`config.mk`:
```
export PLATFORM = sky130hd
export DESIGN_NAME = packed_field_reader
export DESIGN_NICKNAME = d
export VERILOG_FILES = /design/src/rtl/packed_field_reader.sv
export SDC_FILE = /design/constraint.sdc
export NUM_CORES = 1
export LEC_CHECK = 0
export BUFFER_PORTS_ARGS = -buffer_cell sky130_fd_sc_hd__buf_2
export CORE_MARGIN = 8
export CORE_UTILIZATION = 58
export DETAILED_ROUTE_END_ITERATION = 8
export PLACE_DENSITY = 0.79
export SYNTH_ARGS = -nofsm -noshare
export SYNTH_HDL_FRONTEND = slang
export SYNTH_SLANG_ARGS = --single-unit
```
`constraint.sdc`:
```
create_clock -name clk -period 5 [get_ports clk]
set_input_delay 0.5 -clock clk [delete_from_list [all_inputs] [get_ports clk]]
set_output_delay 0.5 -clock clk [all_outputs]
set_load 0.05 [all_outputs]
```
`src/rtl/packed_field_reader.sv`:
```
module packed_field_reader #(
  parameter int IDX_W  = 16,
  parameter int WID_W  = 6,
  parameter int ADDR_W = IDX_W + WID_W - 4
) (
  input  logic              clk,
  input  logic              rst_n,
  input  logic              start,
  input  logic [IDX_W-1:0]  index,
  input  logic [WID_W-1:0]  width,
  output logic              busy,
  output logic              done,
  output logic              err,
  output logic [31:0]       result,
  output logic              mem_req,
  output logic [ADDR_W-1:0] mem_addr,
  input  logic [31:0]       mem_rdata
);
  localparam int POS_W = IDX_W + WID_W;

  typedef enum logic [2:0] {S_IDLE, S_READ0, S_READ1, S_ALIGN, S_DONE} st_t;
  st_t state;

  logic [POS_W-1:0]  pos_q;
  logic [4:0]        wid_q;
  logic [31:0]       lo_q;
  logic [ADDR_W-1:0] base;
  logic [63:0]       win;
  logic [31:0]       mask;
  logic [31:0]       aligned;

  wire take = start && (state == S_IDLE);
  wire bad  = (width == '0) || (width > WID_W'(31));

  assign base     = ADDR_W'(pos_q >> 5);
  assign busy     = (state != S_IDLE);
  assign done     = (state == S_DONE);
  assign mem_req  = (state == S_READ0) || (state == S_READ1);
  assign mem_addr = (state == S_READ1) ? base + ADDR_W'(1) : base;
  assign win      = {mem_rdata, lo_q} >> pos_q[4:0];
  assign mask     = (32'h1 << wid_q) - 32'h1;
  assign aligned  = win[31:0] & mask;

  always_ff @(posedge clk) begin
    if (!rst_n) begin
      state  <= S_IDLE;
      pos_q  <= '0;
      wid_q  <= '0;
      lo_q   <= '0;
      err    <= 1'b0;
      result <= '0;
    end else begin
      case (state)
        S_IDLE: if (take) begin
          pos_q <= POS_W'(index) * POS_W'(width);
          wid_q <= width[4:0];
          err   <= bad;
          if (bad) begin
            result <= '0;
            state  <= S_DONE;
          end else begin
            state  <= S_READ0;
          end
        end
        S_READ0: state <= S_READ1;
        S_READ1: begin
          lo_q  <= mem_rdata;
          state <= S_ALIGN;
        end
        S_ALIGN: begin
          result <= aligned;
          state  <= S_DONE;
        end
        default: state <= S_IDLE;
      endcase
    end
  end

  p_done_pulse_r6: assert property (@(posedge clk) disable iff (!rst_n)
    done |=> !done);
  p_addr_step_r1: assert property (@(posedge clk) disable iff (!rst_n)
    (mem_req && $past(mem_req)) |-> (mem_addr == $past(mem_addr) + ADDR_W'(1)));
  p_err_zero_r5: assert property (@(posedge clk) disable iff (!rst_n)
    (done && err) |-> (result == 32'h0));
  p_fits_r2: assert property (@(posedge clk) disable iff (!rst_n)
    (done && !err) |-> ((result >> wid_q) == 32'h0));
  p_idle_quiet_r7: assert property (@(posedge clk) disable iff (!rst_n)
    !busy |-> !mem_req);
  p_hold_r6: assert property (@(posedge clk) disable iff (!rst_n)
    (!busy && $past(!busy)) |-> ($stable(result) && $stable(err)));
endmodule

```
==> results_dict.tcl <==
set metrics [dict create \
    grt_max_degree 76 \
    p_per_area_nw_per_um2 306.3 \
    synth_area_um2 10610 \
    synth_ff_type "dfxtp_1" \
    die_area_um2 22880 \
    fin_area_um2 11430 \
    wirelength_um 30300 \
    portBuffers 110 \
    hpwl_um 23210 \
    dr.pass1.iters 6 \
    hold_violations 0 \
    cts_setup_buffers 0 \
    synth-compound-area-share_pct 17.54 \
    detailed_place.area_um2 11100 \
    grt_antenna_before_repair 0 \
    avgRoutedWirePerCell_um 19.54 \
    hold_buffers 0 \
    vias_per_cell 6.422 \
    synth-edff-count 0 \
    cp.arrival_ns 4.29 \
    finalSetupTns_ns 0 \
    critPathKind "in2reg" \
    finalSetupViolations 0 \
    synth_seq_area_share_pct 17.92 \
    globalplace.congestion 0.9279 \
    fin_nets 1463 \
    clockRootBuffer "clkbuf_16" \
    syn_inst 1275 \
    ys_seq_elements 95 \
    grt_remaining_overflow 0 \
    synth-simple-area-share_pct 21.91 \
    yosysUniqueCellTypes 74 \
    required_ns 5.28 \
    path_max_fanout 18 \
    cts_tree "built" \
    area_growth_pct 7.651 \
    leakage_uw 0.004825 \
    rsz0062_at_grt "no" \
    synthXorXnorAreaFrac_pct 2.145 \
    die_height_um 151.3 \
    fin_skew_ns 0.005435 \
    clk_pin_slew_ns 0.07 \
    drtIter0Drc 1209 \
    rows 49 \
    finalPower_uw 3500 \
    fp.coreArea_um2 17960 \
    synth-adder-area-share_pct 14.52 \
    cts.htree.levels 3 \
    drc_errors 0 \
    track_usage_pct 26.72 \
    synth_nets 1421 \
    via_count 9960 \
    start_util_pct 59.09 \
    grt_pass1_vias 9338 \
    ctsResizeCount 0 \
    ant_nets 0 \
    cts.sinks 95 \
    start_kind "input pin" \
    yosysWarnings 0 \
    post-route-min-period_ns 4.010 \
    max_cap_violations 0 \
    synth_top_family_by_area "simple AND/OR/NAND/NOR gates" \
    ir_worst_vdd_mv 0.2288 \
    drive_above_1_share_pct 16.11 \
    worstMarginPinSlew_ns 1.114 \
    min_period_over_period_pct 80.19 \
    max_freq_mhz 249.4 \
    grt_pass1_wl_um 49190 \
    async_flop_share_pct 0 \
    ios 111 \
    synthMuxAreaShare_pct 18.64 \
    end_kind "flop" \
    final_max_slew_viol_count 0 \
    clk_latency_ns 0.35 \
    cts_made_buffers 9 \
    status "finished, final reports clean" \
    die_w_um 151.3 \
    hp-class "in2reg" \
    relSlewSlack_pct 25.76 \
    synth_area_per_cell_um2 8.325 \
    diodes 0 \
    cts_buffer_depth 2 \
]
[registers in the layout, indices dropped and copies added, names as in the netlist]
signal,flops
lo_q,32
result,32
pos_q,22
wid_q,5
state,3
err,1
[report_power, final]
group	switching (uW)	total (uW)	internal, uW
Combinational	1120	1800	679
Clock	317	753	436
Sequential	118	944	826
Total	1560	3500	1940
[per-stage QoR]
stage	hold slack (ns)	instances	util, %	worst slack, ns
floorplan	0.4405	1275	-	1.075
global placement	0.4291	1535	61.80	0.7120
detailed placement	0.4403	1535	61.80	0.6531
CTS	0.4089	1551	63.61	1.016
global route	0.4186	1551	63.61	0.5832
finish	0.4101	1551	63.61	0.9905
[worst paths after layout]
kind	startpoint	to	slack (ns)	cells after the start
setup reg to reg	wid_q[2]	result[22]	1.92	9
setup / recovery	width[4]	pos_q[16]	0.99	14
hold / removal	mem_rdata[30]	lo_q[30]	0.41	3
hold reg to reg	result[12]	result[12]	0.45	2
[worst max-delay path, cell delays in order]
cell and delay [ns]:
buf_2 0.25, and2_1 0.21, fa_1 0.45, fa_1 0.55, inv_1 0.06, fa_1 0.53
inv_1 0.04, ha_1 0.33, o211ai_1 0.11, o21ai_0 0.51, o2111a_1 0.29, a2bb2oi_1 0.22
nand4_1 0.12, o211ai_1 0.13
[logic make-up (layout without fill, tap and decap cells)]
family | Yosys count | after routing
and+or+nand+nor | 494 | 494
adders and majority gates | 89 | 89
xor gates and xnor gates | 26 | 26
buffers and inverters | 180 | 227
DFF | 95 | 95
muxes | 119 | 119
AOI/OAI and AO/OA | 272 | 272
[cell usage after synthesis (all sizes together), types with 9 or more instances]
cell type	number	area, um^2
dfxtp	95	1902
clkbuf	50	187.7
o211ai	19	142.6
xnor2	16	140.1
o21ai	63	315.3
ha	32	400.4
fa	57	1141
a21oi	48	240.2
inv	89	334.1
and2	101	631.9
mux2	19	214.0
nand4	9	56.30
buf	40	251.5
mux4	58	1344
nor2	60	230.2
xor2	10	87.58
nor3	13	65.06
nand3	35	175.2
mux2i	42	420.4
a22o	19	166.4
a21boi	42	315.3
nand2	233	874.6
[cells in the final DEF, fill, tap and decap left out, drive strengths merged, types with 10 or more instances in the layout]
cell | Yosys | layout
nor3 | 13 | 13
mux2 | 19 | 19
fa | 57 | 57
dfxtp | 95 | 95
a21oi | 48 | 48
nor2 | 60 | 60
mux2i | 42 | 42
xnor2 | 16 | 16
and2 | 101 | 101
o211ai | 19 | 19
nand3 | 35 | 35
a21boi | 42 | 42
buf | 40 | 121
ha | 32 | 32
nand2 | 233 | 233
inv | 89 | 91
a22o | 19 | 19
xor2 | 10 | 10
clkbuf | 50 | 11
o21ai | 63 | 63
mux4 | 58 | 58
[per-layer routing]
layer	share of wire (%)	up-vias	track usage (%)
li1	-	4571	-
met1	42	4834	37.35
met2	46	510	42.87
met3	10	45	4.093
met4	1.7	0	5.740
met5	0	-	0
[layout make-up]
type,instances,area (um^2)
flip-flops and latches,95,1908
fillers,1562,6538
clock buffers,11,264.0
clock inverters,5,61.31
multi-input cells,1000,7935
repair buffers,121,633.1
inverters,90,337.8
well taps,229,286.5
No activity file was read; power rests on OpenSTA's default activity.
